### src/rtl/tag_unpack_pkg.sv
package tag_unpack_pkg;
  localparam int TAG_WORDS    = 4;
  localparam int IRQ_BIT      = 31;
  localparam int ID_LSB       = 28;
  localparam int ID_FINAL_BIT = 2;

  typedef enum logic [2:0] {
    ST_IDLE,
    ST_EVAL,
    ST_TAG,
    ST_COPY,
    ST_FIN
  } unpackState_e;

  typedef struct packed {
    logic loadAddr;
    logic loadCtl;
    logic advance;
    logic clearAll;
  } dpStrobe_t;
endpackage

### src/rtl/tag_unpack_ctrl.sv
module tag_unpack_ctrl
  import tag_unpack_pkg::*;
#(
  parameter int LVL_W = 8
) (
  input  logic             clk,
  input  logic             rstN,
  input  logic             start,
  input  logic [LVL_W-1:0] fifoLevel,
  input  logic             memReady,
  input  logic             countZero,
  input  logic             countOne,
  input  logic             finalFlag,
  output dpStrobe_t        strobe,
  output logic             fifoPop,
  output logic             memWrEn,
  output logic             busy,
  output logic             doneIrq
);
  localparam int IDX_W = $clog2(TAG_WORDS);
  localparam logic [IDX_W-1:0] LAST_IDX = IDX_W'(TAG_WORDS - 1);
  localparam logic [LVL_W-1:0] TAG_LVL  = LVL_W'(TAG_WORDS);

  unpackState_e state, nextState;
  logic [IDX_W-1:0] tagIdx;

  always_comb begin
    nextState = state;
    strobe    = '0;
    fifoPop   = 1'b0;
    memWrEn   = 1'b0;
    case (state)
      ST_IDLE: if (start) nextState = ST_EVAL;
      ST_EVAL: begin
        if (finalFlag)                nextState = ST_FIN;
        else if (fifoLevel >= TAG_LVL) nextState = ST_TAG;
      end
      ST_TAG: begin
        fifoPop         = 1'b1;
        strobe.loadAddr = (tagIdx == '0);
        strobe.loadCtl  = (tagIdx == IDX_W'(1));
        if (tagIdx == LAST_IDX) nextState = countZero ? ST_EVAL : ST_COPY;
      end
      ST_COPY: begin
        memWrEn = (fifoLevel != '0);
        if (memWrEn && memReady) begin
          fifoPop        = 1'b1;
          strobe.advance = 1'b1;
          if (countOne) nextState = ST_EVAL;
        end
      end
      ST_FIN: begin
        strobe.clearAll = 1'b1;
        nextState       = ST_IDLE;
      end
      default: nextState = ST_IDLE;
    endcase
  end

  always_ff @(posedge clk) begin
    if (!rstN) begin
      state   <= ST_IDLE;
      tagIdx  <= '0;
      doneIrq <= 1'b0;
    end else begin
      state   <= nextState;
      tagIdx  <= (state == ST_TAG) ? tagIdx + IDX_W'(1) : '0;
      doneIrq <= (state == ST_FIN);
    end
  end

  assign busy = (state != ST_IDLE);
endmodule

### src/rtl/tag_unpack_dp.sv
module tag_unpack_dp
  import tag_unpack_pkg::*;
#(
  parameter int DATA_W = 32,
  parameter int ADDR_W = 24,
  parameter int CNT_W  = 24
) (
  input  logic              clk,
  input  logic              rstN,
  input  dpStrobe_t         strobe,
  input  logic [DATA_W-1:0] fifoData,
  output logic [ADDR_W-1:0] memAddr,
  output logic              countZero,
  output logic              countOne,
  output logic              finalFlag
);
  localparam logic [ADDR_W-1:0] BYTE_STEP = ADDR_W'(4);

  logic [CNT_W-1:0] wordsLeft;

  always_ff @(posedge clk) begin
    if (!rstN || strobe.clearAll) begin
      memAddr   <= '0;
      wordsLeft <= '0;
      finalFlag <= 1'b0;
    end else begin
      if (strobe.loadAddr) memAddr <= fifoData[ADDR_W-1:0];
      if (strobe.loadCtl) begin
        wordsLeft <= fifoData[CNT_W-1:0];
        finalFlag <= fifoData[IRQ_BIT] | fifoData[ID_LSB + ID_FINAL_BIT];
      end
      if (strobe.advance) begin
        memAddr   <= memAddr + BYTE_STEP;
        wordsLeft <= wordsLeft - CNT_W'(1);
      end
    end
  end

  assign countZero = (wordsLeft == '0);
  assign countOne  = (wordsLeft == CNT_W'(1));
endmodule

### src/rtl/fifo_tag_unpacker.sv
module fifo_tag_unpacker
  import tag_unpack_pkg::*;
#(
  parameter int DATA_W = 32,
  parameter int ADDR_W = 24,
  parameter int CNT_W  = 24,
  parameter int LVL_W  = 8
) (
  input  logic              clk,
  input  logic              rstN,
  input  logic              start,
  input  logic [DATA_W-1:0] fifoData,
  input  logic [LVL_W-1:0]  fifoLevel,
  output logic              fifoPop,
  output logic              memWrEn,
  input  logic              memReady,
  output logic [ADDR_W-1:0] memAddr,
  output logic [DATA_W-1:0] memData,
  output logic              busy,
  output logic              doneIrq
);
  dpStrobe_t strobe;
  logic countZero, countOne, finalFlag;

  tag_unpack_ctrl #(.LVL_W(LVL_W)) u_ctrl (
    .clk(clk), .rstN(rstN), .start(start), .fifoLevel(fifoLevel),
    .memReady(memReady), .countZero(countZero), .countOne(countOne),
    .finalFlag(finalFlag), .strobe(strobe), .fifoPop(fifoPop),
    .memWrEn(memWrEn), .busy(busy), .doneIrq(doneIrq)
  );

  tag_unpack_dp #(.DATA_W(DATA_W), .ADDR_W(ADDR_W), .CNT_W(CNT_W)) u_dp (
    .clk(clk), .rstN(rstN), .strobe(strobe), .fifoData(fifoData),
    .memAddr(memAddr), .countZero(countZero), .countOne(countOne),
    .finalFlag(finalFlag)
  );

  assign memData = fifoData;
endmodule

### config.mk
export PLATFORM = sky130hd
export DESIGN_NAME = fifo_tag_unpacker
export DESIGN_NICKNAME = d
export VERILOG_FILES = /design/src/rtl/tag_unpack_pkg.sv /design/src/rtl/tag_unpack_ctrl.sv /design/src/rtl/tag_unpack_dp.sv /design/src/rtl/fifo_tag_unpacker.sv
export SDC_FILE = /design/constraint.sdc
export NUM_CORES = 1
export LEC_CHECK = 0
export BUFFER_PORTS_ARGS = -buffer_cell sky130_fd_sc_hd__buf_2
export CAP_MARGIN = 20
export CELL_PAD_IN_SITES_DETAIL_PLACEMENT = 1
export CELL_PAD_IN_SITES_GLOBAL_PLACEMENT = 2
export CORE_UTILIZATION = 29
export CTS_BUF_LIST = sky130_fd_sc_hd__clkbuf_4 sky130_fd_sc_hd__clkbuf_8
export DETAILED_ROUTE_END_ITERATION = 6
export PLACE_DENSITY = 0.82
export SYNTH_ARGS = -nofsm -noshare
export SYNTH_HDL_FRONTEND = slang
export SYNTH_SLANG_ARGS = --single-unit
### constraint.sdc
create_clock -name clk -period 5.16 [get_ports clk]
set_input_delay 1.548 -clock clk [delete_from_list [all_inputs] [get_ports clk]]
set_output_delay 1.548 -clock clk [all_outputs]
set_load 0.03 [all_outputs]
* After elaboration in Yosys (flattened, before gate mapping)
Index checks and enable logic that the tools add are counted.
** Cells by class
- Add/sub/neg operators :: 3
- $lt $le $gt $ge :: 1
- Equal/unequal tests :: 12
- Muxes and demuxes :: 18
- Bitwise logic cells :: 1
- Reductions and logical operators :: 12
** Operators with widths (count)
- $mux 24 :: 4
- $add 24x3->24 const B :: 1
- $eq 24x1->1 const B :: 1
- $logic_not 24->1 :: 1
- $sub 24x1->24 const B :: 1
- $mux 3 :: 6
- $pmux 3 s4 :: 1
- $ge 8x3->1 const B :: 1
- $reduce_bool 8->1 :: 1
- $eq 3x2->1 const B :: 2
- $reduce_and 5->1 :: 1
- $mux 1 :: 4
- $mux 2 :: 2
- $ne 2x1->1 const B :: 2
- $ne 2x2->1 const B :: 2
- $reduce_bool 2->1 :: 2
- $eq 3x1->1 const B :: 1
- $eq 3x3->1 const B :: 1
- $logic_not 3->1 :: 1
- $ne 3x1->1 const B :: 1
- $reduce_bool 3->1 :: 1
- $add 2x1->2 const B :: 1
- $eq 2x1->1 const B :: 1
- $eq 2x2->1 const B :: 1
- other kinds (7) :: 7
** Storage, ports and cells
- Flip-flop bits (word level) :: 55
- Input port bits :: 44
- Output and inout bits :: 60
- Logic and storage cells :: 53

* Logic depth before layout (Yosys ltp)
- Depth after elaboration :: 5
- Depth in mapped cells :: 8
- Mapped depth without buffers :: 7

* Hierarchy
From an unflattened synthesis, not the netlist that was laid out.
** Unflattened totals
- Cells, all modules :: 448
- Area, all modules :: 3585.9 sq um
** Modules (own cells, without submodules)
- tag_unpack_dp :: times used 1, cells an instance 363, area an instance 2887.8 sq um, seq. area each 980.9 sq um
- tag_unpack_ctrl :: times used 1, cells an instance 53, area an instance 457.9 sq um, seq. area each 120.1 sq um
- fifo_tag_unpacker :: times used 1, cells an instance 32, area an instance 240.2 sq um, seq. area each 0.0 sq um

* Least setup slack after synthesis
OpenSTA, ideal clock, no wires.
- Path kind :: input to output
- Start point :: in fifoLevel[3]
- End point :: out fifoPop
- Arrival :: 3.364 ns
- Required time :: 3.612 ns
- Setup slack :: 0.248 ns
- Stages on the path :: 5
- Buffers on the path :: 2
- Cells stage by stage :: nor4_1 > a21o_1 > buf_2 > buf_1 > o21ai_0
** Between the ends
- Word-level cells in the longest chain between the ends :: 4
** Ends and longest elaborated chain
- start, declared :: line fifo_tag_unpacker.sv:13 : input logic [LVL_W-1:0] fifoLevel,
- $reduce_bool 8->1 :: line tag_unpack_ctrl.sv:45 : memWrEn = (fifoLevel != '0);
- $logic_and 1x1->1 :: line tag_unpack_ctrl.sv:46 : if (memWrEn && memReady) begin
- $mux 1 :: line tag_unpack_ctrl.sv:46
- $pmux 1 s2 :: line tag_unpack_ctrl.sv:32 : case (state)
- end, declared :: line fifo_tag_unpacker.sv:14 : output logic fifoPop,
Every way passes these cells.

* Worst setup path after layout
Same ends and word-level chain as after synthesis.

==> reports/qor.csv <==
stage,metric,value,unit
clocking,Num CTS Buffers,5,
yosys,"Net Count, Synth",463,
outcome,status,"finished, final reports clean",
route,Avg WL per Cell,18.2,µm
clocking,CTS tree,yes,
power_and_ir_drop,sw power,0.256,mW
route,Pre-antenna DRT Iters,4,
sta,Final Max Slew Viols,0,
worst_setup_path,WP data arrival,2580,ps
finish,number of fillers in the final layout,1367,
yosys,async set or reset register ratio after synthesis,0,%
sta,RSZ-0062 raised after global routing,no,
power_and_ir_drop,LEAKAGE,1.43,nW
clocking,post-cts resize count,0,
clocking,Post-CTS Setup Bufs,0,
clocking,H-Tree Depth,2,
finish,n_diodes,0,
route,DRT Wirelength,11.0,mm
finish,multi-input logic area,1820,µm²
sta,Period minus WS final,4130,ps
route,DR vias/cell,5.52,
hold_path,Hold/Removal Path Class,flip-flop to flip-flop,
sta,FMAX,0.242,GHz
power_and_ir_drop,clock network power share,36.3,%
global_routing,initial antenna violation count,0,
yosys,top post-synthesis cells by area,"dfxtp_1 (34%), buf_4 (7.6%), nand2_1 (5.3%)",
yosys,synthesized area per cell,7.92,µm²
finish,area grow syn2layout,15.3,%
yosys,Post-synth EDFFs,0,
power_and_ir_drop,share of power burned in registers,50.0,%
sta,final setup vio count,0,
clocking,root buffer cell,clkbuf_8,
sta,Slew headroom,30.7,%
floorplan,die area,11700,µm²
finish,Sequential Area,1100,µm²
worst_setup_path,critical-path cell list,buf_2 -> nor4_1 -> buf_4 -> a21o_1 -> o21ai_0 -> buf_2,
clocking,worst-case clock buffer depth,2,
worst_setup_path,CP max-delay cell,nor4_1,
floorplan,I/O pin count,104,
sta,Final Hold Fails,0,
route,Residual DRC,0,
sta,Setup TNS Final,0,ps
sta,measured slew at the worst slew-check pin,1040,ps
yosys,"Seq/Total Area, Yosys",33.7,%
floorplan,Die H,108,µm
global_routing,grt ovf,0,
global_routing,vias in the first global route,3229,
yosys,Synthesis Warnings,0,
floorplan,Die W,108,µm
place,Final GP Congestion,0.790,
route,DR vias,3358,
floorplan,CORE AREA,10900,µm²
power_and_ir_drop,VDD IR max,0.119,mV
route,"antenna viol nets, final",0,
worst_setup_path,Crit path required time,3610,ps
floorplan,std cell rows,38,
clocking,hold buffers post-CTS,0,
yosys,cell count after synthesis,412,
sta,Fin Clk Skew,15.3,ps
finish,final net count,518,
place,port bufs,91,
finish,final design utilization,34.6,%
yosys,cell area after synthesis,3260,µm²
sta,crit share post-route,80.0,%
yosys,ys flop type,dfxtp_1,
clocking,Skew-Pair Late Insertion Delay,330,ps
global_routing,pin count of the biggest net entering global routing,43,
worst_setup_path,most numerous cell on the critical path,buf_2,
route,1st-iter DRT viols,153,
place,DP HPWL,8.12,mm
global_routing,first-pass GRT wire length,17.5,mm
power_and_ir_drop,sw frac,29.0,%
worst_setup_path,startpoint types,input port,
floorplan,Initial Utilization,30.0,%
yosys,area share of the largest cell type after synthesis,33.7,%
yosys,dominant cell type by area after synthesis,dfxtp_1,
yosys,Synth cell types,54,
worst_setup_path,Setup crit end kind,output pin,
yosys,#FFs+latches synth,55,
power_and_ir_drop,pwr dens,235,nW/µm²
run,max_cap viols,0,
finish,fraction of layout instances using a drive strength above 1,25.4,%
clocking,# clock sinks,55,
global_routing,GR Util All Layers,19.4,%
worst_setup_path,crit path kind,input port to output pin,
worst_setup_path,crit-path max FO,9,
power_and_ir_drop,Combinational Power Share,13.7,%
power_and_ir_drop,internal power,0.627,mW
clocking,Worst-path clk slew,100,ps
power_and_ir_drop,overall power,0.883,mW
worst_setup_path,slowest cell delay on critical path,300,ps
-- cell type report --
class,instances,area share (%)
Clock buffer,6,2.19
Clock inverter,2,0.931
Inverter,7,0.698
Multi-Input combinational cell,298,48.5
Sequential cell,55,29.2
Tap cell,140,4.65
Timing Repair Buffer,100,13.8
-- synth_stat cells (all sizes together), types with 2 or more instances --
cell,number
a221oi,2
nor2,25
a41oi,2
or2,4
a22oi,5
nand3b,2
a21oi,33
o31a,2
nand4,5
nand3,16
o311ai,8
buf,37
a2bb2oi,6
a211oi,7
nor3,14
and3,5
a211o,2
dfxtp,55
ha,7
clkbuf,14
a31oi,15
a311oi,3
xor2,2
nor3b,3
nor4,8
or4,9
and2,4
o211ai,12
or3,13
o21ai,18
nand2b,3
nand2,46
mux2,2
inv,7
a21o,2
-- worst max-delay path, delay by kind of cell --
family / cells / cell delay [ps]
AOI/OAI and AO/OA: 2 / 220
and+or+nand+nor: 1 / 300
buffers and inverters: 3 / 500
-- per-layer routing --
layer	wire (µm)	vias to the layer above	GRT usage, %
li1	-	1627	-
met1	5180	1630	26.5
met2	5290	88	32.2
met3	379	13	2.05
met4	200	0	5.09
met5	0	-	0
-- through the flow --
step | instances | worst slack (ps) | area [µm²] | hold WS, ps
global route | 608 | 898 | 3760 | 512
finish | 608 | 1030 | 3760 | 467
detailed placement | 599 | 1010 | 3640 | 462
global placement | 599 | 1060 | 3640 | 444
CTS | 607 | 997 | 3760 | 481
floorplan | 412 | 248 | 3260 | 458
-- placed cells by master (no fill, tap or decap), types with 3 or more instances in the layout --
cell | Yosys | final
o311ai_0 | 8 | 8
a2bb2oi_1 | 6 | 6
nand3_1 | 16 | 16
buf_2 | 3 | 92
dfxtp_1 | 55 | 55
or4_1 | 9 | 9
o211ai_1 | 12 | 12
ha_1 | 7 | 7
and2_1 | 3 | 3
a31oi_1 | 15 | 15
buf_4 | 33 | 8
nand2b_1 | 3 | 3
or2_2 | 4 | 4
and3_1 | 5 | 5
a22oi_1 | 5 | 5
clkbuf_8 | 0 | 6
nand2_1 | 46 | 46
a211oi_1 | 7 | 7
nor3b_1 | 3 | 3
nor3_1 | 14 | 14
nand4_1 | 5 | 5
a311oi_1 | 3 | 3
nor2_1 | 25 | 25
o21ai_0 | 18 | 18
inv_1 | 7 | 7
or3_1 | 11 | 11
a21oi_1 | 33 | 33
nor4_1 | 7 | 7
-- power by group through the flow --
| stage | registers (mW) | logic [mW] | clock network, mW |
|---|---|---|---|
| after floorplan | 0.456 | 0.0860 | 0 |
| after global placement | 0.451 | 0.120 | 0 |
| after detailed placement | 0.451 | 0.122 | 0 |
| after CTS | 0.442 | 0.122 | 0.324 |
| after global routing | 0.443 | 0.130 | 0.347 |
| final | 0.442 | 0.121 | 0.321 |
-- cells by family (layout without fill, tap and decap cells) --
kind of cell / after synthesis / in the layout / share of synthesized area, %
AOI/OAI and AO/OA: 122 / 122 / 24.7
muxes: 3 / 3 / 0.997
buffers and inverters: 59 / 115 / 10.8
and+or+nand+nor: 163 / 163 / 26.3
DFF: 55 / 55 / 33.7
adders and majority gates: 7 / 7 / 2.68
xor gates and xnor gates: 3 / 3 / 0.805
-- registers in the layout, summed over array words and instances (netlist names) --
signal / flops
u_ctrl.doneIrq: 1
u_dp.finalFlag: 1
u_ctrl.state: 3
u_dp.wordsLeft: 24
u_dp.memAddr: 24
u_ctrl.tagIdx: 2
-- worst paths after layout --
check                  start  slack, ps                  to  depth (start not counted)
min reg2reg  u_dp.memAddr[0]        470     u_dp.memAddr[0]                          2
max reg2reg  u_ctrl.state[0]       2460  u_dp.wordsLeft[21]                          6
min          u_dp.memAddr[0]        470     u_dp.memAddr[0]                          2
max             fifoLevel[3]       1030             fifoPop                          6
(Power assumes the default switching activity.)
